File: config.mk
export PLATFORM = sky130hd
export DESIGN_NAME = pwm_trip_guard
export DESIGN_NICKNAME = d
export VERILOG_FILES = /design/src/rtl/pwm_trip_pkg.sv /design/src/rtl/pwm_trip_sync.sv /design/src/rtl/pwm_trip_ctrl_reg.sv /design/src/rtl/pwm_trip_chan.sv /design/src/rtl/pwm_trip_guard.sv
export SDC_FILE = /design/constraint.sdc
export NUM_CORES = 1
export LEC_CHECK = 0
export ABC_AREA = 1
export CAP_MARGIN = 15
export CORE_ASPECT_RATIO = 0.9
export CORE_UTILIZATION = 45
export CTS_CLUSTER_DIAMETER = 80
export DETAILED_ROUTE_END_ITERATION = 8
export DONT_BUFFER_PORTS = 1
export SYNTH_ARGS = -nofsm -noshare
export SYNTH_HDL_FRONTEND = slang
export SYNTH_SLANG_ARGS = --single-unit
File: constraint.sdc
create_clock -name clk -period 2.72 [get_ports clk]
set_input_delay 0.272 -clock clk [delete_from_list [all_inputs] [get_ports clk]]
set_output_delay 0.272 -clock clk [all_outputs]
set_load 0.01 [all_outputs]
File: src/rtl/pwm_trip_pkg.sv
package pwm_trip_pkg;
  localparam int BIT_FLAG = 7;
  localparam int BIT_IE   = 6;
  localparam int BIT_RST  = 5;
  localparam int BIT_LVL  = 4;
  localparam int BIT_RSV  = 3;
  localparam int BIT_PIN  = 2;
  localparam int BIT_POL  = 1;
  localparam int BIT_ENA  = 0;
  localparam int REG_W    = 8;

  typedef struct packed {
    logic flag;
    logic ie;
    logic lvl;
    logic pol;
    logic ena;
  } trip_ctrl_t;
endpackage

File: src/rtl/pwm_trip_sync.sv
module pwm_trip_sync #(
  parameter int STAGES = 2
) (
  input  logic clk,
  input  logic rst_n,
  input  logic d,
  output logic q
);
  logic [STAGES-1:0] sh_q;
  logic [STAGES-1:0] sh_d;

  always_comb begin
    sh_d = {sh_q[STAGES-2:0], d};
  end

  always_ff @(posedge clk or negedge rst_n) begin
    if (!rst_n) sh_q <= '0;
    else        sh_q <= sh_d;
  end

  assign q = sh_q[STAGES-1];
endmodule

File: src/rtl/pwm_trip_ctrl_reg.sv
module pwm_trip_ctrl_reg
  import pwm_trip_pkg::*;
(
  input  logic             clk,
  input  logic             rst_n,
  input  logic             wr_en,
  input  logic [REG_W-1:0] wdata,
  input  logic             pin_s,
  output trip_ctrl_t       ctrl,
  output logic             trip_act_s,
  output logic             restart_ok,
  output logic [REG_W-1:0] rdata,
  output logic             irq
);
  trip_ctrl_t ctrl_q, ctrl_d;
  logic       pin_prev_q;
  logic       pin_change;
  logic       unused_wbits;

  assign unused_wbits = ^{wdata[BIT_RSV], wdata[BIT_PIN]};

  assign pin_change = (pin_s != pin_prev_q);
  assign trip_act_s = ctrl_q.ena & (pin_s == ctrl_q.pol);
  assign restart_ok = wr_en & wdata[BIT_RST] & ~trip_act_s;

  always_comb begin
    ctrl_d = ctrl_q;
    if (wr_en) begin
      ctrl_d.ie  = wdata[BIT_IE];
      ctrl_d.lvl = wdata[BIT_LVL];
      ctrl_d.pol = wdata[BIT_POL];
      ctrl_d.ena = wdata[BIT_ENA];
      if (wdata[BIT_FLAG]) ctrl_d.flag = 1'b0;
    end
    if (pin_change) ctrl_d.flag = 1'b1;
  end

  always_ff @(posedge clk or negedge rst_n) begin
    if (!rst_n) begin
      ctrl_q     <= '0;
      pin_prev_q <= 1'b0;
    end else begin
      ctrl_q     <= ctrl_d;
      pin_prev_q <= pin_s;
    end
  end

  always_comb begin
    rdata           = '0;
    rdata[BIT_FLAG] = ctrl_q.flag;
    rdata[BIT_IE]   = ctrl_q.ie;
    rdata[BIT_LVL]  = ctrl_q.lvl;
    rdata[BIT_PIN]  = pin_s;
    rdata[BIT_POL]  = ctrl_q.pol;
    rdata[BIT_ENA]  = ctrl_q.ena;
  end

  assign irq  = ctrl_q.flag & ctrl_q.ie;
  assign ctrl = ctrl_q;

  // a synchronised pin change sets the flag
  a_r3_flag_on_change: assert property (@(posedge clk) disable iff (!rst_n)
    pin_change |=> ctrl_q.flag);
  // writing 0 to the flag bit keeps it
  a_r4_zero_write_keeps: assert property (@(posedge clk) disable iff (!rst_n)
    (ctrl_q.flag && wr_en && !wdata[BIT_FLAG]) |=> ctrl_q.flag);
  // writing 1 clears it when no change arrives in the same cycle
  a_r4_one_write_clears: assert property (@(posedge clk) disable iff (!rst_n)
    (wr_en && wdata[BIT_FLAG] && !pin_change) |=> !ctrl_q.flag);
endmodule

File: src/rtl/pwm_trip_chan.sv
module pwm_trip_chan (
  input  logic clk,
  input  logic rst_n,
  input  logic trip_act_s,
  input  logic trip_act_raw,
  input  logic restart_ok,
  input  logic guard_ena,
  input  logic safe_lvl,
  input  logic en,
  input  logic raw,
  input  logic cnt_zero,
  output logic out
);
  logic hold_q, hold_d;
  logic pend_q, pend_d;
  logic forced;

  always_comb begin
    hold_d = hold_q;
    pend_d = pend_q;
    if (trip_act_s) begin
      hold_d = 1'b1;
      pend_d = 1'b0;
    end else if (pend_q && cnt_zero) begin
      hold_d = 1'b0;
      pend_d = 1'b0;
    end else if (hold_q && (restart_ok || !guard_ena)) begin
      pend_d = 1'b1;
    end
  end

  always_ff @(posedge clk or negedge rst_n) begin
    if (!rst_n) begin
      hold_q <= 1'b0;
      pend_q <= 1'b0;
    end else begin
      hold_q <= hold_d;
      pend_q <= pend_d;
    end
  end

  assign forced = en & (hold_q | trip_act_raw);
  assign out    = forced ? safe_lvl : raw;

  // a held channel only releases on a counter-zero cycle
  a_r6_hold_until_zero: assert property (@(posedge clk) disable iff (!rst_n)
    (hold_q && !cnt_zero) |=> hold_q);
  // an active qualified pin cancels any pending restart
  a_r10_cancel_pending: assert property (@(posedge clk) disable iff (!rst_n)
    trip_act_s |=> (hold_q && !pend_q));
  // an enabled channel under a raw trip shows the safe level, a disabled one the raw value
  a_r1_force_now: assert property (@(posedge clk) disable iff (!rst_n)
    (en && trip_act_raw) |-> (out == safe_lvl));
  a_r11_disabled_pass: assert property (@(posedge clk) disable iff (!rst_n)
    !en |-> (out == raw));
endmodule

File: src/rtl/pwm_trip_guard.sv
module pwm_trip_guard
  import pwm_trip_pkg::*;
#(
  parameter int NUM_CH      = 6,
  parameter int SYNC_STAGES = 2
) (
  input  logic              clk,
  input  logic              rst_n,
  input  logic              reg_wr_en,
  input  logic [7:0]        reg_wdata,
  output logic [7:0]        reg_rdata,
  input  logic              trip_pin,
  input  logic [NUM_CH-1:0] ch_raw,
  input  logic [NUM_CH-1:0] ch_en,
  input  logic [NUM_CH-1:0] ch_cnt_zero,
  output logic [NUM_CH-1:0] ch_out,
  output logic              irq
);
  logic       pin_s;
  logic       trip_act_s;
  logic       trip_act_raw;
  logic       restart_ok;
  trip_ctrl_t ctrl;

  pwm_trip_sync #(.STAGES(SYNC_STAGES)) sync_i (
    .clk(clk), .rst_n(rst_n), .d(trip_pin), .q(pin_s)
  );

  pwm_trip_ctrl_reg reg_i (
    .clk(clk), .rst_n(rst_n), .wr_en(reg_wr_en), .wdata(reg_wdata),
    .pin_s(pin_s), .ctrl(ctrl), .trip_act_s(trip_act_s),
    .restart_ok(restart_ok), .rdata(reg_rdata), .irq(irq)
  );

  assign trip_act_raw = ctrl.ena & (trip_pin == ctrl.pol);

  for (genvar g = 0; g < NUM_CH; g++) begin : g_ch
    pwm_trip_chan chan_i (
      .clk(clk), .rst_n(rst_n),
      .trip_act_s(trip_act_s), .trip_act_raw(trip_act_raw),
      .restart_ok(restart_ok), .guard_ena(ctrl.ena), .safe_lvl(ctrl.lvl),
      .en(ch_en[g]), .raw(ch_raw[g]), .cnt_zero(ch_cnt_zero[g]),
      .out(ch_out[g])
    );
  end

  // the restart and reserved bits never read back as 1
  a_r7_restart_reads_zero: assert property (@(posedge clk) disable iff (!rst_n)
    reg_wr_en |=> (reg_rdata[BIT_RST] == 1'b0 && reg_rdata[BIT_RSV] == 1'b0));
  // an interrupt request implies the enable bit reads back as 1
  a_r5_irq_needs_enable: assert property (@(posedge clk) disable iff (!rst_n)
    irq |-> reg_rdata[BIT_IE]);
endmodule

==> results of run 1 <==
per-stage QoR:
stage	hold slack, ps	instances
2_1_floorplan	-23.6	136
3_3_place_gp	-23.1	150
3_5_place_dp	-23.1	150
4_1_cts	64.8	155
5_1_grt	58.1	155
6_report	77.0	155
power by group:
part           internal, uW  switching, uW  total, uW
registers               376           54.6        430
logic                  79.5            132        211
clock network          51.4           82.9        134
metal layers:
| metal | up-vias | track usage (%) |
|---|---|---|
| li1 | 392 | - |
| met1 | 329 | 20.1 |
| met2 | 20 | 25.8 |
| met3 | 2 | 6.85 |
| met4 | 0 | 1.58 |
| met5 | - | 0 |
path summary, 6_finish.rpt:
path	start	to	slack, ps	cells past startpoint
setup reg to reg	sync_i.sh_q[1]	g_ch[5].chan_i.hold_q	1500	5
min in group asynchronous	rst_n	g_ch[0].chan_i.pend_q	540	1
setup / recovery	reg_i.ctrl[0]	ch_out[1]	1080	4
hold reg to reg	sync_i.sh_q[0]	sync_i.sh_q[1]	370	0
max in group asynchronous	rst_n	g_ch[2].chan_i.hold_q	1620	1
hold / removal	reg_wr_en	reg_i.ctrl[1]	80	1
logic make-up after synthesis:
group                  count (synthesis)  synth area share [%]
AND/OR/NAND/NOR                       73                  30.5
buffers and inverters                 29                  15.3
flip-flops                            20                  47.1
AO/OA/AOI/OAI                         11                  5.89
XOR/XNOR                               1                 0.825
other                                  1                 0.353
final cells by class:
class                           count  area share, %
Inverter                           16           5.78
Clock buffer                        3           2.17
Multi-Input combinational cell     87           38.7
Tap cell                           27           3.25
Timing Repair Buffer                2           1.93
Sequential cell                    20           48.1
placed cells by master, fill, tap and decap left out, drive strengths merged:
cell / instances
o21ai: 6
dlygate4sd3: 2
clkbuf: 3
xnor2: 1
nand2: 58
a21oi: 5
nand3: 14
dfrtp: 20
nand4: 1
conb: 2
inv: 16
flip-flops by register name, indices dropped and copies added (netlist names):
name,cells
g_ch.chan_i.hold_q,6
reg_i.pin_prev_q,1
reg_i.ctrl,5
g_ch.chan_i.pend_q,6
sync_i.sh_q,2
worst register-to-register path, cell delays in order (launching register included):
cell     delay, ps
dfrtp_1        490
inv_1           70
nand2_1        100
nand3_4        190
nand2_1        160
o21ai_0         90
repair_timing:
action | in CTS | in global routing
endpoints found under the hold margin | 21 | 0
setup buffers | 0 | 0
hold buffers | 2 | 0
==> results.sh, run 1 <==
export IMPL_fin_crit_ps=1640
export IMPL_drv_cap=0
export IMPL_p_leak_uw=0.000573
export IMPL_dieArea_sq_um=2560
export IMPL_htree_levels=1
export IMPL_placementRows=16
export IMPL_yosysMostFrequentCell="nand2_1"
export IMPL_setup_slack_ps=1080
export IMPL_crit_buf_inv=0
export IMPL_clock_latency_ps=290
export IMPL_nets=160
export IMPL_async_flop_share_pct=100
export IMPL_status="completed"
export IMPL_tns_ps=0
export IMPL_netlist_instances=135
export IMPL_routed_wl_um=1830
export IMPL_ctsResizeCount=0
export IMPL_met1_length_um=866
export IMPL_clk_pin_slew_ps=100
export IMPL_cts_tree="done"
export IMPL_antenna_found_initial=0
export IMPL_maxUsedRoutingLayer="met4"
export IMPL_clock_skew_ps=4.69
export IMPL_arrival_ps=1370
export IMPL_hp_class="in2reg"
export IMPL_drt_first_iter_violations=12
export IMPL_hold_violations=0
export IMPL_cp_cell_sequence="nand3_2 > nand2_1 > nand3_1 > nand2_1"
export IMPL_cts_root_buf="clkbuf_4"
export IMPL_grt_pass1_wl_um=2790
export IMPL_max_stage_delay_ps=560
export IMPL_multiInputGateArea_sq_um=403
export IMPL_yosysTopAreaCell="dfrtp_1"
export IMPL_dpl_cell_area_sq_um=997
export IMPL_clockBufferDepth=2
export IMPL_crit_top_cell="nand2_1"
export IMPL_power_density_nw_per_um2=746
export IMPL_grt_pass1_vias=634
export IMPL_final_cell_area_sq_um=1040
export IMPL_grt_use_total_pct=15.7
export IMPL_yosys_warnings=0
export IMPL_fmax_mhz=609
export IMPL_wl_per_cell_um=11.8
export IMPL_met2WireLength_um=848
export IMPL_hpwl_um=1380
export IMPL_ios=45
export IMPL_finalMaxSlewViolations=0
export IMPL_core_sq_um=2200
export IMPL_vdd_drop_max_mv=0.452
export IMPL_path_max_fanout=6
export IMPL_tightestPinTransition_ps=903
export IMPL_start_kind="register"
export IMPL_final_layout_size_suffix_gt1_share_pct=8.59
export IMPL_grt_max_degree=21
export IMPL_required_ps=2450
export IMPL_max_slew_margin_pct=39.6
export IMPL_yosysTopAreaCellShare_pct=47.1
export IMPL_initial_utilization_pct=48.2
export IMPL_firstDrtPassIters=4
export IMPL_path_delay_family="flip-flops"
export IMPL_wl_met3_um=109
export IMPL_synth_area_sq_um=1060
export IMPL_cts_sinks=20
export IMPL_drcViolationCount=0
export IMPL_fill_cells=231
export IMPL_grt_overflow=0
export IMPL_end_kind="output port"
export IMPL_area_growth_pct=-2.12
export IMPL_netlist_top_cells_area="dfrtp_1 (47%), nand2_1 (20%), buf_4 (7.8%)"
export IMPL_synth_seq_cells=20
export IMPL_post_route_period_util_pct=60.3
export IMPL_diodes=0
export IMPL_cts_inserted_buffers=3
export IMPL_vias=743
export IMPL_critical_path_class="reg2out"
export IMPL_synth_edf_count=0
export IMPL_io_buffer_count=0
export IMPL_ys_flop_type="dfrtp_1"
export IMPL_synth_common_cells="nand2_1 (57), dfrtp_1 (20), inv_1 (15)"
export IMPL_dieWidth_um=53.2
export IMPL_place_gp_congestion=0.656
export IMPL_pre_cts_ws_ps=1390
export IMPL_fp_dieH_um=48.1
export IMPL_setup_viol=0
export IMPL_seq_area_frac_synth_pct=47.1
export IMPL_regArea_sq_um=500
export IMPL_fin_util_pct=47.2
export IMPL_synth_avg_cell_area_sq_um=7.87
export IMPL_synth_distinct_cells=18
export IMPL_power_uw=776
export IMPL_postRouteAntennaNets=0
export IMPL_cp_slowest_cell="dfrtp_1"
export IMPL_rsz0062_at_grt="false"
export IMPL_vias_per_cell=4.79
Power figures use the tool's default switching activity.
==> inputs of run 2 (changes only) <==
Settings changed: ABC_AREA 1 to 0.
Clock period 2.72 ns to 1.7 ns, I/O delays scaled along.
==> results.sh, run 2 <==
export IMPL_firstDrtPassIters=4
export IMPL_fin_crit_ps=1730
export IMPL_setup_slack_ps=-29.5
export IMPL_grt_overflow=0
export IMPL_yosysTopAreaCell="dfrtp_1"
export IMPL_placementRows=17
export IMPL_yosys_warnings=0
export IMPL_core_sq_um=2470
export IMPL_yosys_area_share_simple_pct=20.0
export IMPL_r2r_start="reg_i.ctrl[0]"
export IMPL_final_layout_size_suffix_gt1_share_pct=23.2
export IMPL_ios=45
export IMPL_status="finished, violations left"
export IMPL_start_kind="register"
export IMPL_p_leak_uw=0.000518
export IMPL_vias=839
export IMPL_r2r_setup_slack_ps=550
export IMPL_synth_seq_cells=20
export IMPL_met1_length_um=949
export IMPL_fill_cells=228
export IMPL_hold_violations=0
export IMPL_path_delay_family="flip-flops"
export IMPL_post_route_period_util_pct=102
export IMPL_grt_pass1_vias=831
export IMPL_async_flop_share_pct=100
export IMPL_clock_skew_ps=0.484
export IMPL_max_slew_margin_pct=43.1
export IMPL_synth_common_cells="dfrtp_1 (20), nand2b_1 (12), buf_4 (11)"
export IMPL_synth_avg_cell_area_sq_um=10.3
export IMPL_final_common_cell="dfrtp_1"
export IMPL_max_stage_delay_ps=470
export IMPL_cp_slowest_cell="dfrtp_2"
export IMPL_rsz0062_at_grt="true"
export IMPL_dp_cells=133
export IMPL_initial_utilization_pct=47.8
export IMPL_grt_use_total_pct=17.0
export IMPL_drv_cap=0
export IMPL_area_growth_pct=6.04
export IMPL_cts_root_buf="clkbuf_4"
export IMPL_synthMuxAreaShare_pct=3.82
export IMPL_htree_levels=1
export IMPL_postRouteAntennaNets=0
export IMPL_clock_latency_ps=280
export IMPL_tightestPinTransition_ps=851
export IMPL_synth_top_family_by_area="simple AND/OR/NAND/NOR gates"
export IMPL_ys_flop_type="dfrtp_1"
export IMPL_drcViolationCount=0
export IMPL_required_ps=1530
export IMPL_maxUsedRoutingLayer="met4"
export IMPL_netlist_top_cells_area="dfrtp_1 (42%), buf_4 (7.0%), nand2b_1 (6.4%)"
export IMPL_yosysTopAreaCellShare_pct=42.4
export IMPL_cp_cell_sequence="xnor2_2 > buf_12 > buf_4 > nand4_1 > o311ai_2"
export IMPL_cts_tree="done"
export IMPL_cts_inserted_buffers=3
export IMPL_rr_endpoint="g_ch[1].chan_i.pend_q"
export IMPL_met2WireLength_um=1110
export IMPL_dieArea_sq_um=2830
export IMPL_synthAdderAreaFrac_pct=0
export IMPL_dieWidth_um=56.0
export IMPL_yosysMostFrequentCell="dfrtp_1"
export IMPL_io_buffer_count=0
export IMPL_power_density_nw_per_um2=1250
export IMPL_vias_per_cell=5.99
export IMPL_cts_sinks=20
export IMPL_power_uw=1560
export IMPL_worstHoldStart="reg_wdata[0]"
export IMPL_arrival_ps=1560
export IMPL_hold_depth=1
export IMPL_wl_met3_um=175
export IMPL_nets=144
export IMPL_netlist_instances=115
export IMPL_synth_compound_area_share_pct=19.5
export IMPL_critical_path_class="reg2out"
export IMPL_fp_dieH_um=50.6
export IMPL_clockBufferDepth=2
export IMPL_routed_wl_um=2250
export IMPL_finalMaxSlewViolations=0
export IMPL_whs_endpoint="reg_i.ctrl[0]"
export IMPL_clk_pin_slew_ps=100
export IMPL_seq_area_frac_synth_pct=42.4
export IMPL_path_max_fanout=6
export IMPL_diodes=0
export IMPL_drt_first_iter_violations=41
export IMPL_fmax_mhz=578
export IMPL_place_gp_congestion=0.695
export IMPL_violations="negative setup slack"
export IMPL_final_cell_mix="dfrtp_1 (18), nand2b_1 (12), nand2_1 (9)"
export IMPL_end_kind="output port"
export IMPL_reg2reg_depth=3
export IMPL_setup_viol=1
export IMPL_synth_area_sq_um=1180
export IMPL_synth_edf_count=0
export IMPL_hpwl_um=1630
export IMPL_grt_max_degree=21
export IMPL_synth_distinct_cells=22
export IMPL_hp_class="in2reg"
export IMPL_vdd_drop_max_mv=0.740
export IMPL_grt_pass1_wl_um=3750
export IMPL_crit_buf_inv=2
export IMPL_instances_no_fill=140
export IMPL_synthXorXnorAreaFrac_pct=2.23
export IMPL_wl_per_cell_um=16.1
export IMPL_antenna_found_initial=0
[run 2: cell types whose count changed after synthesis, moves of 5 or more]
cell | before | now
nand2_1 | 57 | 9
nand2b_1 | 0 | 12
inv_1 | 15 | 6
nand3b_1 | 0 | 6
o311a_1 | 0 | 6
nand4_1 | 1 | 6
[run 2: kinds of logic (layout without fill, tap and decap cells)]
| kind of cell | count (synthesis) | count (layout) |
|---|---|---|
| AO/OA/AOI/OAI | 25 | 25 |
| XOR/XNOR | 3 | 3 |
| AND/OR/NAND/NOR | 41 | 41 |
| flip-flops | 20 | 20 |
| multiplexers | 4 | 4 |
| buffers and inverters | 21 | 17 |
| other | 1 | 2 |
[run 2: layer usage]
layer	GRT usage, %	up-vias
li1	-	402
met1	21.7	407
met2	27.4	28
met3	4.12	2
met4	7.32	0
met5	0	-
[run 2: final cells by class]
cell class,count,area [sq um],area share [%]
Multi-Input combinational cell,75,578,46.2
Tap cell,28,35.0,2.80
Timing Repair Buffer,8,90.1,7.20
Inverter,6,22.5,1.80
Clock buffer,3,22.5,1.80
Sequential cell,20,503,40.2
[run 2: metrics by stage]
step                      instance area [sq um]  util [%]  setup TNS [ps]  hold WS, ps  setup WS, ps
after floorplan                            1180         -               0         -126           334
after global placement                     1150      46.5               0         -125           244
after detailed placement                   1150      46.5               0         -125           223
after CTS                                  1200      48.6               0         15.8          19.3
after global routing                       1250      50.7            -289         5.87         -89.0
final                                      1250      50.7           -29.5         27.7         -29.5
[run 2: worst max-delay path by stage]
stage,start,to,slack (ps),depth (start not counted)
after floorplan,reg_i.ctrl[1],ch_out[4],330,5
after global placement,reg_i.ctrl[1],ch_out[4],240,5
after detailed placement,reg_i.ctrl[1],ch_out[5],220,5
after CTS,reg_i.ctrl[1],ch_out[5],20,5
after global routing,reg_i.ctrl[1],ch_out[3],-90,5
final,reg_i.ctrl[1],ch_out[3],-30,5
[run 2: power by group]
group	internal, uW	leakage (uW)	switching [uW]	total, uW
Clock	82.2	0.0000138	126	208
Combinational	306	0.000275	212	518
Sequential	633	0.000229	205	838
[run 2: repair_timing]
action                                  4_1_cts  5_1_grt
resized for setup                             5        3
hold buffers                                  2        0
endpoints found under the hold margin        21        0
endpoints found under the setup margin        2        2
pin swaps                                     0        6
setup buffers                                 0        2
==> inputs of run 3 (changes only) <==
Settings changed: ABC_CLOCK_PERIOD_IN_PS set to 1700, REMOVE_ABC_BUFFERS set to 1.
==> results.sh, run 3 (synthesis gave the netlist of run 2 again) <==
export IMPL_required_ps=1530
export IMPL_path_max_fanout=5
export IMPL_fin_util_pct=50.3
export IMPL_hold_violations=0
export IMPL_power_uw=1610
export IMPL_dieWidth_um=56.0
export IMPL_htree_levels=1
export IMPL_hpwl_um=1690
export IMPL_antenna_found_initial=0
export IMPL_final_common_cell="dfrtp_1"
export IMPL_intPower_uw=1050
export IMPL_grt_use_total_pct=18.1
export IMPL_clk_pin_slew_ps=110
export IMPL_vdd_drop_max_mv=0.697
export IMPL_p_seq_share_pct=52.1
export IMPL_setup_viol=0
export IMPL_final_layout_size_suffix_gt1_share_pct=23.2
export IMPL_ios=45
export IMPL_cts_root_buf="clkbuf_4"
export IMPL_grt_pass1_wl_um=3910
export IMPL_grt_overflow=0
export IMPL_drt_first_iter_violations=38
export IMPL_diodes=0
export IMPL_fp_dieH_um=50.6
export IMPL_postRouteAntennaNets=0
export IMPL_cp_cell_sequence="xnor2_4 > buf_2 > o311ai_2 > buf_4"
export IMPL_fmax_mhz=598
export IMPL_drv_cap=0
export IMPL_cts_sinks=20
export IMPL_nets=143
export IMPL_place_gp_congestion=0.713
export IMPL_instances_no_fill=140
export IMPL_power_density_nw_per_um2=1300
export IMPL_clockBufferDepth=2
export IMPL_p_leak_uw=0.000510
export IMPL_status="completed"
export IMPL_routed_wl_um=2380
export IMPL_dp_cells=132
export IMPL_tns_ps=0
export IMPL_cts_tree="done"
export IMPL_switchingPower_uw=560
export IMPL_critical_path_class="reg2out"
export IMPL_rsz0062_at_grt="true"
export IMPL_max_stage_delay_ps=490
export IMPL_clockPowerShare_pct=17.4
export IMPL_grt_pass1_vias=874
export IMPL_firstDrtPassIters=4
export IMPL_cp_slowest_cell="dfrtp_2"
export IMPL_clock_latency_ps=300
export IMPL_crit_buf_inv=2
export IMPL_clock_skew_ps=8.73
export IMPL_fin_crit_ps=1670
export IMPL_vias=861
export IMPL_start_kind="register"
export IMPL_cts_inserted_buffers=3
export IMPL_max_slew_margin_pct=40.4
export IMPL_swShare_pct=34.8
export IMPL_end_kind="output port"
export IMPL_dieArea_sq_um=2830
export IMPL_tightestPinTransition_ps=891
export IMPL_arrival_ps=1500
export IMPL_hp_class="in2reg"
export IMPL_final_cell_mix="dfrtp_1 (17), nand2b_1 (12), nand2_1 (9)"
export IMPL_initial_utilization_pct=47.8
export IMPL_area_growth_pct=5.20
export IMPL_io_buffer_count=0
export IMPL_placementRows=17
export IMPL_finalMaxSlewViolations=0
export IMPL_drcViolationCount=0
export IMPL_core_sq_um=2470
export IMPL_post_route_period_util_pct=98.3
export IMPL_path_delay_family="flip-flops"
export IMPL_p_comb_share_pct=30.5
export IMPL_vias_per_cell=6.15
export IMPL_grt_max_degree=21
export IMPL_wl_per_cell_um=17.0
run 3: what timing repair did:
item	CTS	global route
endpoints found under the hold margin	21	0
resized for setup	9	2
hold buffers	2	0
buffers inserted	1	0
pin swaps	0	1
gates cloned	1	0
endpoints found under the setup margin	2	5
run 3: per-stage QoR:
step           instance area, sq um  worst slack (ps)  hold slack, ps
3_5_place_dp                   1130               260            -125
6_report                       1240              29.1            13.6
4_1_cts                        1230             -12.5            7.45
3_3_place_gp                   1130               288            -125
5_1_grt                        1240             -71.1           0.329
2_1_floorplan                  1070              88.1            -126
run 3: per-layer routing:
layer	global-route usage, %	vias to the layer above	share of wire, %
li1	-	398	-
met1	19.9	428	40
met2	32.7	31	51
met3	4.64	4	8.4
met4	8.54	0	1.2
met5	0	-	0
run 3: final timing paths:
check	from	to	slack, ps	depth (start not counted)
min reg2reg	sync_i.sh_q[0]	sync_i.sh_q[1]	360	0
min in group asynchronous	rst_n	g_ch[2].chan_i.hold_q	420	1
max reg2reg	reg_i.ctrl[0]	g_ch[3].chan_i.pend_q	520	3
max in group asynchronous	rst_n	reg_i.ctrl[2]	670	1
min	reg_wdata[1]	reg_i.ctrl[1]	10	1
max	reg_i.ctrl[1]	ch_out[4]	30	4
run 3: cell type report:
cell class	count	area, sq um
Clock buffer	4	36.3
Timing Repair Buffer	7	71.3
Multi-Input combinational cell	75	572
Inverter	6	22.5
Sequential cell	20	504
Fill cell	247	1230
Tap cell	28	35.0
run 3: power by group through the flow:
| stage | sequential [uW] | clock [uW] | combinational [uW] |
|---|---|---|---|
| floorplan | 782 | 0 | 366 |
| global placement | 815 | 0 | 421 |
| detailed placement | 841 | 0 | 442 |
| CTS | 834 | 284 | 494 |
| global route | 869 | 298 | 540 |
| finish | 839 | 279 | 492 |
run 3: worst reg2reg max path, delay by kind of cell, from the launching register on:
kind | cells | cell delay (ps)
AO/OA/AOI/OAI | 2 | 470
flip-flops | 1 | 550
AND/OR/NAND/NOR | 1 | 90
